$ cat src/rtl/i2cp_pkg.sv
package i2cp_pkg;

    localparam int TICK_W = 5;
    localparam int BYTE_W = 8;

    // counter value reached after the last command bit and after the last address bit
    localparam logic [TICK_W-1:0] TICK_CMD_END  = TICK_W'(9);
    localparam logic [TICK_W-1:0] TICK_ADDR_END = TICK_W'(17);

    typedef enum logic [2:0] {
        COND_NONE,   // no input change this cycle
        COND_START,  // data fell with clock held high
        COND_STOP,   // data rose with clock held high
        COND_RISE,   // clock rose
        COND_OTHER   // any other change
    } cond_e;

    typedef struct packed {
        logic scl;
        logic sda;
    } lines_t;

    typedef struct packed {
        logic [TICK_W-1:0] tick;
        logic [BYTE_W-1:0] cmd;
        logic [BYTE_W-1:0] addr;
        logic [BYTE_W-1:0] shreg;
        logic              ack;
        logic              drv;
    } seq_t;

endpackage

$ cat src/rtl/i2cp_line_monitor.sv
module i2cp_line_monitor
    import i2cp_pkg::*;
(
    input  logic  clk,
    input  logic  rst_n,
    input  logic  scl_i,
    input  logic  sda_i,
    output cond_e cond_o,
    output logic  steady_o,
    output logic  evt_o
);

    lines_t lv_d, lv_q;

    always_comb begin
        lv_d = '{scl: scl_i, sda: sda_i};
    end

    always_ff @(posedge clk) begin
        if (!rst_n) begin
            lv_q <= '{scl: 1'b1, sda: 1'b1};
        end else begin
            lv_q <= lv_d;
        end
    end

    always_comb begin
        evt_o    = (lv_d != lv_q);
        steady_o = (lv_d.sda == lv_q.sda);
        if (!evt_o) begin
            cond_o = COND_NONE;
        end else if (lv_q.scl && lv_d.scl && !steady_o) begin
            cond_o = lv_d.sda ? COND_STOP : COND_START;
        end else if (!lv_q.scl && lv_d.scl) begin
            cond_o = COND_RISE;
        end else begin
            cond_o = COND_OTHER;
        end
    end

endmodule

$ cat src/rtl/i2cp_rom.sv
module i2cp_rom #(
    parameter int DEPTH    = 256,
    parameter int ROM_SEED = 90,
    parameter int ROM_STEP = 29,
    localparam int IDX_W   = $clog2(DEPTH)
) (
    input  logic [IDX_W-1:0] idx_i,
    output logic [7:0]       data_o
);

    // contents are an affine function of the index, truncated to a byte
    always_comb begin
        data_o = 8'(idx_i) * 8'(ROM_STEP) + 8'(ROM_SEED);
    end

endmodule

$ cat src/rtl/i2cp_sequencer.sv
module i2cp_sequencer
    import i2cp_pkg::*;
#(
    parameter int DEPTH  = 256,
    localparam int IDX_W = $clog2(DEPTH)
) (
    input  logic              clk,
    input  logic              rst_n,
    input  cond_e             cond_i,
    input  logic              steady_i,
    input  logic              evt_i,
    input  logic              sda_i,
    input  logic [BYTE_W-1:0] rom_data_i,
    output logic [IDX_W-1:0]  rom_idx_o,
    output logic              drv_o,
    output logic [TICK_W-1:0] tick_o,
    output logic              ack_o
);

    seq_t              st_d, st_q;
    logic [BYTE_W-1:0] addr_nx;

    always_comb begin
        addr_nx   = {st_q.addr[BYTE_W-2:0], sda_i};
        rom_idx_o = addr_nx[IDX_W-1:0];
    end

    always_comb begin
        st_d = st_q;
        if (evt_i) begin
            st_d.drv = sda_i;  // default pass-through on any change
            if (cond_i == COND_START) begin
                st_d.tick = TICK_W'(1);
                st_d.cmd  = '0;
            end else if (cond_i == COND_STOP) begin
                st_d.tick = st_q.tick;   // nothing changes
            end else if (st_q.tick == '0 && !st_q.ack) begin
                st_d.tick = st_q.tick;   // waiting for a start
            end else if (cond_i == COND_RISE) begin
                if (st_q.ack) begin
                    st_d.drv = 1'b0;     // acknowledge slot
                    st_d.ack = 1'b0;
                end else if (steady_i) begin
                    if (st_q.tick < TICK_CMD_END) begin
                        st_d.cmd  = {st_q.cmd[BYTE_W-2:0], sda_i};
                        st_d.tick = st_q.tick + TICK_W'(1);
                        if (st_d.tick == TICK_CMD_END) begin
                            st_d.ack = 1'b1;
                        end
                    end else begin
                        if (st_q.cmd[0]) begin
                            st_d.drv = st_q.shreg[BYTE_W-1];
                        end
                        st_d.addr  = addr_nx;
                        st_d.shreg = {st_q.shreg[BYTE_W-2:0], 1'b0};
                        st_d.tick  = st_q.tick + TICK_W'(1);
                        if (st_d.tick == TICK_ADDR_END) begin
                            st_d.shreg = rom_data_i;
                            st_d.ack   = 1'b1;
                            st_d.tick  = '0;
                        end
                    end
                end
            end
        end
    end

    always_ff @(posedge clk) begin
        if (!rst_n) begin
            st_q <= '{tick: '0, cmd: '0, addr: '0, shreg: '0, ack: 1'b0, drv: 1'b1};
        end else begin
            st_q <= st_d;
        end
    end

    always_comb begin
        drv_o  = st_q.drv;
        tick_o = st_q.tick;
        ack_o  = st_q.ack;
    end

endmodule

$ cat src/rtl/i2c_prom_responder.sv
module i2c_prom_responder
    import i2cp_pkg::*;
#(
    parameter int DEPTH    = 256,
    parameter int ROM_SEED = 90,
    parameter int ROM_STEP = 29,
    localparam int IDX_W   = $clog2(DEPTH)
) (
    input  logic clk,
    input  logic rst_n,
    input  logic scl_i,
    input  logic sda_i,
    output logic sda_o
);

    cond_e             cond;
    logic              steady;
    logic              evt;
    logic [IDX_W-1:0]  rom_idx;
    logic [BYTE_W-1:0] rom_data;
    logic [TICK_W-1:0] tick;
    logic              ack_pend;

    i2cp_line_monitor u_mon (
        .clk      (clk),
        .rst_n    (rst_n),
        .scl_i    (scl_i),
        .sda_i    (sda_i),
        .cond_o   (cond),
        .steady_o (steady),
        .evt_o    (evt)
    );

    i2cp_rom #(
        .DEPTH    (DEPTH),
        .ROM_SEED (ROM_SEED),
        .ROM_STEP (ROM_STEP)
    ) u_rom (
        .idx_i  (rom_idx),
        .data_o (rom_data)
    );

    i2cp_sequencer #(
        .DEPTH (DEPTH)
    ) u_seq (
        .clk        (clk),
        .rst_n      (rst_n),
        .cond_i     (cond),
        .steady_i   (steady),
        .evt_i      (evt),
        .sda_i      (sda_i),
        .rom_data_i (rom_data),
        .rom_idx_o  (rom_idx),
        .drv_o      (sda_o),
        .tick_o     (tick),
        .ack_o      (ack_pend)
    );

endmodule

$ cat config.mk
export PLATFORM = sky130hd
export DESIGN_NAME = i2c_prom_responder
export DESIGN_NICKNAME = d
export VERILOG_FILES = /design/src/rtl/i2cp_pkg.sv /design/src/rtl/i2cp_line_monitor.sv /design/src/rtl/i2cp_rom.sv /design/src/rtl/i2cp_sequencer.sv /design/src/rtl/i2c_prom_responder.sv
export SDC_FILE = /design/constraint.sdc
export NUM_CORES = 1
export LEC_CHECK = 0
export BUFFER_PORTS_ARGS = -buffer_cell sky130_fd_sc_hd__buf_2
export CAP_MARGIN = 25
export CORE_ASPECT_RATIO = 0.6
export CORE_MARGIN = 2
export CORE_UTILIZATION = 45
export CTS_CLUSTER_SIZE = 24
export DETAILED_ROUTE_END_ITERATION = 16
export GPL_ROUTABILITY_DRIVEN = 0
export PLACE_DENSITY_LB_ADDON = 0.1
export SLEW_MARGIN = 10
export SYNTH_ARGS = -nofsm -noshare
export SYNTH_HDL_FRONTEND = slang
export SYNTH_SLANG_ARGS = --single-unit
$ cat constraint.sdc
create_clock -name clk -period 3.58 [get_ports clk]
set_input_delay 1.074 -clock clk [delete_from_list [all_inputs] [get_ports clk]]
set_output_delay 1.074 -clock clk [all_outputs]
set_load 0.02 [all_outputs]
### Yosys cells after proc, flatten, opt, wreduce, memory -nomap -nowiden

Index checks and enable logic that the tools add are counted.

| word-level totals | value |
|---|---|
| input port bits | 4 |
| word-level logic and storage cells | 73 |
| register bits | 32 |
| output and inout bits | 1 |

| cells by class | value |
|---|---|
| magnitude comparators | 1 |
| multipliers | 1 |
| multiplexer cells | 31 |
| eq/ne operators | 10 |
| bitwise gates (word level) | 5 |
| add/subtract/negate cells | 2 |
| reductions and logical operators | 15 |

Operators by type and width:

| cell | number |
|---|---|
| $mux 9 | 9 |
| $mux 31 | 2 |
| $mux 26 | 2 |
| $mux 29 | 1 |
| $mux 5 | 4 |
| $mux 16 | 1 |
| $mux 13 | 1 |
| $mux 3 | 3 |
| $add 8x7->8 const B | 1 |
| $mul 8x5->8 const B | 1 |
| $mux 8 | 1 |
| $reduce_and 8->1 | 1 |
| $reduce_and 7->1 | 1 |
| $eq 3x2->1 const B | 2 |
| $reduce_and 6->1 | 1 |
| $reduce_bool 2->1 | 3 |
| $add 5x1->5 const B | 1 |
| $eq 5x4->1 const B | 1 |
| $eq 5x5->1 const B | 1 |
| $logic_not 5->1 | 1 |
| $lt 5x4->1 const B | 1 |
| $mux 1 | 5 |
| $not 1->1 | 5 |
| $reduce_and 5->1 | 1 |
| other kinds (8) | 15 |

### Depth between registers and ports, before layout

| logic depth | value |
|---|---|
| word-level depth | 18 |
| mapped depth | 12 |
| mapped depth without buffers | 12 |

### By module

Synthesis repeated with hierarchy kept, for this count alone.

| second synthesis, totals | value |
|---|---|
| cells, all modules | 239 |
| area, all modules | 2114.5 um^2 |

Modules (own cells, without submodules):

| module | cells an instance | times used | area each (um^2) | sequential area each (um^2) |
|---|---|---|---|---|
| i2cp_sequencer | 166 | 1 | 1391.3 | 460.4 |
| i2cp_rom | 49 | 1 | 521.8 | 0.0 |
| i2cp_line_monitor | 24 | 1 | 201.4 | 40.0 |

### Worst setup path before layout

OpenSTA, ideal clock, no wires.

| timing path | value |
|---|---|
| path type | input to register |
| from | input port sda_i |
| to | register u_seq.st_q[9] (netlist bit) |
| buffers on the path | 0 |
| required time | 3.457 ns |
| path slack | 0.155 ns |
| data arrival time | 3.302 ns |
| library setup time | 0.123 ns |
| stages on the path | 12 |
| cells stage by stage | inv_1 ha_1 inv_1 fa_1 inv_1 fa_1 inv_1 ha_1 a21o_1 a21oi_1 xnor2_1 o21ai_1 |

| between the ends | value |
|---|---|
| cells in the longest elaborated chain, start to end | 11 |
| elaborated cells on any way between the ends | 24 |
| classes of those cells | add/sub (1); mul (1); eq/ne (5); mux (12); bitwise (2); reduce/logical (3) |

Ends and longest elaborated chain:

| item | RTL line | text |
|---|---|---|
| from (decl) | i2c_prom_responder.sv:12 | `input logic sda_i,` |
| $mul 8x5->8 | i2cp_rom.sv:13 | `data_o = 8'(idx_i) * 8'(ROM_STEP) + 8'(ROM_SEED);` |
| $add 8x7->8 | i2cp_rom.sv:13 |  |
| $mux 9 | i2cp_sequencer.sv:57 | `if (st_d.tick == TICK_ADDR_END) begin` |
| $mux 9 | i2cp_sequencer.sv:44 | `if (st_q.tick < TICK_CMD_END) begin` |
| $mux 9 | i2cp_sequencer.sv:43 | `end else if (steady_i) begin` |
| $mux 9 | i2cp_sequencer.sv:40 | `if (st_q.ack) begin` |
| $mux 9 | i2cp_sequencer.sv:39 | `end else if (cond_i == COND_RISE) begin` |
| $mux 9 | i2cp_sequencer.sv:37 | `end else if (st_q.tick == '0 && !st_q.ack) begin` |
| $mux 9 | i2cp_sequencer.sv:35 | `end else if (cond_i == COND_STOP) begin` |
| $mux 9 | i2cp_sequencer.sv:32 | `if (cond_i == COND_START) begin` |
| $mux 9 | i2cp_sequencer.sv:30 | `if (evt_i) begin` |
| to (signal assigned) | i2cp_sequencer.sv:70 | `st_q <= '{tick: '0, cmd: '0, addr: '0, shreg: '0, ack: 1'b0, drv: 1'b1};` |
| to (signal assigned) | i2cp_sequencer.sv:72 | `st_q <= st_d;` |
| to (decl) | i2cp_sequencer.sv:20 | `seq_t st_d, st_q;` |

Parallel ways exist; a longest one is shown, timed or not. The select of a mux whose other input is x is not followed.
A chain may end at the register's enable or synchronous reset.

### Worst setup path in the final report

| timing path | value |
|---|---|
| from | register u_seq.st_q, in the netlist u_seq.rom_idx_o[2] |
| to | register u_seq.st_q[9] (netlist bit) |

| between the ends | value |
|---|---|
| cells in the longest elaborated chain, start to end | 11 |

Ends and longest elaborated chain:

| item | RTL line |
|---|---|
| $mul 8x5->8 | i2cp_rom.sv:13 |
| $add 8x7->8 | i2cp_rom.sv:13 |
| $mux 9 | i2cp_sequencer.sv:57 |
| $mux 9 | i2cp_sequencer.sv:44 |
| $mux 9 | i2cp_sequencer.sv:43 |
| $mux 9 | i2cp_sequencer.sv:40 |
| $mux 9 | i2cp_sequencer.sv:39 |
| $mux 9 | i2cp_sequencer.sv:37 |
| $mux 9 | i2cp_sequencer.sv:35 |
| $mux 9 | i2cp_sequencer.sv:32 |
| $mux 9 | i2cp_sequencer.sv:30 |

Every way passes these cells. The select of a mux whose other input is x is not followed.

==> impl_summary.txt <==
----------------------------------------------------
[Power and ir drop]
  Fraction of power consumed by the clock network ... between 30% and 40%
  Combinational fraction of design power ... roughly a tenth
  Max IR drop VDD ... 0.176 mV
  Power density normalized to cell area ... 254 nW/um^2
  Leakage Power ... approximately 0.81 nW
  Power share of the sequential group ... between 50 and 60%
  Internal power of the cells ... 0.381 mW
  Switching fraction of total power ... approximately a quarter
  Sum of internal, switching and leakage power ... about 0.5 mW
  NetSw ... around 0.13 mW

[Setup path]
  Data arrival time of the worst path ... around 3400 ps
  Startpoint type of the worst setup path ... flip-flop
  Worst EP required ... roughly 3700 ps
  Worst reg2reg path startpoint ... u_seq.rom_idx_o[2]$_SDFFE_PN0P_
  Critical Path End Type ... flip-flop
  Standard cell with the maximum stage delay on the critical path ... sky130_fd_sc_hd__fa_1
  Most used cell along the critical path ... sky130_fd_sc_hd__inv_1
  Crit path buffers/inverters ... 4
  Kind of cell with the highest combined delay on the critical path ... adder cells
  Max Fanout on Critical Path ... 4
  Setup slack of the most critical reg-to-reg path ... ~300 ps
  Cell depth of the worst flop-to-flop path ... 12
  Number of cells on the critical path ... 12
  Critical path, cell by cell ... inv_1, fa_1, inv_1, fa_1, inv_1, fa_1, inv_1, ha_1, a21o_1, a21oi_1, xnor2_1, o21ai_1
  Capture point of the worst reg-to-reg path ... u_seq.st_q[9]$_SDFFE_PN0P_
  Critical path's largest stage delay ... approximately 520 ps
  Setup Crit Path Kind ... reg2reg

[Drt]
  Number of DRC violations after detailed-routing iteration 0 ... 70
  Vias ... about 1,400
  Antenna-violating nets left ... 0
  Post-detailed-route via-to-cell ratio ... roughly 5.3
  Number of iterations in the first detailed-routing pass ... 4
  Average detailed-routed wire length per instance ... around 13 um
  Total length of routed wires ... roughly 3.7 mm
  Residual DRC count ... 0

[STA]
  Final setup fails ... 0
  RSZ-0062 raised after global routing ... no
  Hold violation total from the final report ... 0
  Setup TNS ... 0 ps
  Time the worst path needs with I/O delays and setup ... ~3300 ps
  Max-slew violation total from the final report ... 0
  Max-Slew Margin vs Limit ... between 50 and 60%
  Final period util ... around nine tenths
  Transition time at the pin with the least slew margin ... 717 ps
  Worst-case setup margin in the final layout ... roughly 300 ps
  Highest attainable clock frequency ... ~0.3 GHz
  Clock tree skew after final layout ... about 14 ps

[Global route]
  Vias in the first global route ... between 1,000 and 1,500
  Global-route wire length before repair ... between 6 and 7 mm
  Maximum number of pins on one net before global-route repair ... 20
  Grt ovf ... 0
  Number of antenna violations at the first check in global routing ... 0
  Tot GR Track Use ... 17.6%

[Cells and area]
  Finished Core Util ... 49.5%
  Share of cells above drive strength 1 ... a little under a tenth
  Total inserted antenna cells ... 0
  Area delta synth->final ... 6.79%
  Number of fill cells in the layout ... between 300 and 400
  Post-layout nets ... 252

[Synthesis]
  Post-Syn Instances ... 215
  Cell area after technology mapping ... roughly 1900 um^2
  Total number of yosys warnings ... 0
  Syn_nets ... 245
  Flip-flop and latch count after synthesis ... 25
  Synthesized area per cell ... between 8 and 9 um^2
  Register area share after synthesis ... about a quarter
  Post-synthesis cell type count ... 40

[Worst hold path]
  Number of stages on the worst hold path ... 2
  Worst hold path startpoint ... u_seq.st_q[2]$_SDFFE_PN0P_
  Worst min-delay path category ... reg2reg
  Destination of the worst hold path ... u_seq.st_q[2]$_SDFFE_PN0P_

[Floorplan]
  Starting density of the core ... ~46%
  Area enclosed by the die boundary ... roughly 4700 um^2
  Overall die height ... about 54 um
  Placement row count ... 18
  Core Box Area ... a little over 4000 um^2
  Horizontal die dimension ... around 87 um
  Top-level port count ... 5

[Place]
  Minimum setup slack after placement ... 29.5 ps
  IO buf count ... 4
  Detailed-placement wirelength estimate ... about 3.0 mm

[Status]
  Status ... complete, no violations

[Clock tree]
  Clock tree from TritonCTS ... done
  Root buffer selected by CTS ... sky130_fd_sc_hd__clkbuf_8
  Count of hold-fix buffers inserted at cts ... 0
  CTS HTree Levels ... 1
  Clk_lat worst skew ... roughly 280 ps
  Number of setup buffers added after CTS ... 0
  Clock sink total ... 25
  Post-cts sizing count ... 0
  Clock transition at the registers of the reported paths ... approximately 100 ps
  Clk buf depth ... 2
  CTS buffer count ... 3

[Run]
  Total of max-cap violations ... 0

----------------------------------------------------
==> power by group through the flow <==
stage	clock network [mW]	registers (mW)	logic, mW
2_1_floorplan	0	0.291	0.0335
3_3_place_gp	0	0.290	0.0488
3_5_place_dp	0	0.290	0.0499
4_1_cts	0.186	0.284	0.0503
5_1_grt	0.195	0.284	0.0567
6_report	0.177	0.283	0.0498
==> routing by layer <==
layer	part of all wire, %	GRT usage [%]
met1	55	28.0
met2	40	23.9
met3	4.8	3.68
met4	0.60	2.82
met5	0	0
==> how the worst max path moves through the flow <==
stage                                          startpoint                    endpoint
final                     u_seq.rom_idx_o[2]$_SDFFE_PN0P_  u_seq.st_q[9]$_SDFFE_PN0P_
after global routing      u_seq.rom_idx_o[2]$_SDFFE_PN0P_  u_seq.st_q[9]$_SDFFE_PN0P_
after CTS                 u_seq.rom_idx_o[2]$_SDFFE_PN0P_  u_seq.st_q[9]$_SDFFE_PN0P_
after detailed placement                            sda_i  u_seq.st_q[9]$_SDFFE_PN0P_
after global placement                              sda_i  u_seq.st_q[9]$_SDFFE_PN0P_
after floorplan                                     sda_i  u_seq.st_q[9]$_SDFFE_PN0P_
==> layout by cell type (no fill, tap or decap), types with 2 or more instances in the layout <==
cell and count:
sky130_fd_sc_hd__clkbuf_8 3, sky130_fd_sc_hd__dfxtp_1 25, sky130_fd_sc_hd__a21oi_1 16, sky130_fd_sc_hd__nor4b_1 3, sky130_fd_sc_hd__xnor2_1 14, sky130_fd_sc_hd__inv_1 25, sky130_fd_sc_hd__a31oi_1 3, sky130_fd_sc_hd__fa_1 6
sky130_fd_sc_hd__nor2b_1 2, sky130_fd_sc_hd__nand2b_1 7, sky130_fd_sc_hd__buf_4 6, sky130_fd_sc_hd__a21o_1 2, sky130_fd_sc_hd__mux2i_1 11, sky130_fd_sc_hd__nor2_1 18, sky130_fd_sc_hd__ha_1 20, sky130_fd_sc_hd__buf_2 4
sky130_fd_sc_hd__o211ai_1 6, sky130_fd_sc_hd__nand2_1 11, sky130_fd_sc_hd__o21ai_0 5, sky130_fd_sc_hd__a211oi_2 3, sky130_fd_sc_hd__nand3b_1 2, sky130_fd_sc_hd__nand3_1 10
==> cell type report <==
class	instances	area, um^2	share of cell area [%]
inverters	26	97.6	4.86
clock buffers	3	41.3	2.06
well taps	50	62.6	3.12
flip-flops and latches	25	500	24.9
clock inverters	1	8.76	0.436
repair buffers	10	65.1	3.24
multi-input cells	156	1230	61.3
==> stage by stage <==
step | hold slack, ps | instances | instance area [um^2]
2_1_floorplan | 446 | 215 | 1880
3_3_place_gp | 460 | 267 | 1960
3_5_place_dp | 464 | 267 | 1960
4_1_cts | 482 | 271 | 2010
5_1_grt | 491 | 271 | 2010
6_report | 481 | 271 | 2010
==> state kept, by name, summed over array words and instances, names as in the netlist <==
| register | count |
|---|---|
| u_seq.tick_o | 5 |
| u_seq.drv_o | 1 |
| u_seq.ack_o | 1 |
| u_seq.rom_idx_o | 7 |
| u_mon.lv_q | 2 |
| u_seq.st_q | 9 |
==> cell usage after synthesis <==
cell,number,area (um^2)
sky130_fd_sc_hd__buf_2,4,20.0
sky130_fd_sc_hd__dfxtp_1,25,500
sky130_fd_sc_hd__nor2b_1,2,12.5
sky130_fd_sc_hd__o21ai_0,5,25.0
sky130_fd_sc_hd__xor2_1,1,8.76
sky130_fd_sc_hd__ha_1,20,250
sky130_fd_sc_hd__a21bo_2,1,10.0
sky130_fd_sc_hd__mux2i_1,11,110
sky130_fd_sc_hd__nand2_1,11,41.3
sky130_fd_sc_hd__a211oi_4,1,20.0
sky130_fd_sc_hd__o31ai_1,1,7.51
sky130_fd_sc_hd__o21a_1,1,7.51
sky130_fd_sc_hd__o211ai_1,6,45.0
sky130_fd_sc_hd__nor3_1,1,5.00
sky130_fd_sc_hd__o2111ai_1,1,8.76
sky130_fd_sc_hd__nor2_1,18,67.6
sky130_fd_sc_hd__nand3b_1,2,15.0
sky130_fd_sc_hd__or4b_1,1,10.0
sky130_fd_sc_hd__nand2b_1,7,43.8
sky130_fd_sc_hd__or4_1,1,7.51
sky130_fd_sc_hd__o21ai_1,1,5.00
sky130_fd_sc_hd__o21ai_2,1,8.76
sky130_fd_sc_hd__xnor2_1,14,123
sky130_fd_sc_hd__nor4b_2,1,15.0
sky130_fd_sc_hd__o31a_1,1,8.76
sky130_fd_sc_hd__clkinv_1,1,3.75
sky130_fd_sc_hd__a31oi_1,3,18.8
sky130_fd_sc_hd__inv_1,25,93.8
sky130_fd_sc_hd__a41oi_1,1,8.76
sky130_fd_sc_hd__and2_1,1,6.26
sky130_fd_sc_hd__nor4b_1,3,26.3
sky130_fd_sc_hd__clkbuf_1,2,7.51
sky130_fd_sc_hd__a211oi_2,3,37.5
sky130_fd_sc_hd__or3_1,1,6.26
sky130_fd_sc_hd__a21o_1,2,15.0
sky130_fd_sc_hd__nand3_1,10,50.1
sky130_fd_sc_hd__fa_1,6,120
sky130_fd_sc_hd__a21oi_1,16,80.1
sky130_fd_sc_hd__buf_6,2,22.5
sky130_fd_sc_hd__and3_1,1,6.26
==> tightest hold or removal path, cell delays in order, from the launching register on <==
cell and delay (ps):
sky130_fd_sc_hd__dfxtp_1 320, sky130_fd_sc_hd__nand2b_1 60, sky130_fd_sc_hd__a21oi_1 50
==> cells by family (layout without fill, tap and decap cells) <==
| kind of cell | count (synthesis) | count (layout) | synth area share [%] |
|---|---|---|---|
| fa+ha+maj | 26 | 26 | 19.7 |
| mux | 11 | 11 | 5.86 |
| compound gates | 44 | 44 | 16.3 |
| buf+inv | 34 | 40 | 7.86 |
| simple gates | 60 | 60 | 16.6 |
| xor+xnor | 15 | 15 | 6.99 |
| flops | 25 | 25 | 26.6 |
(Power assumes the default switching activity.)
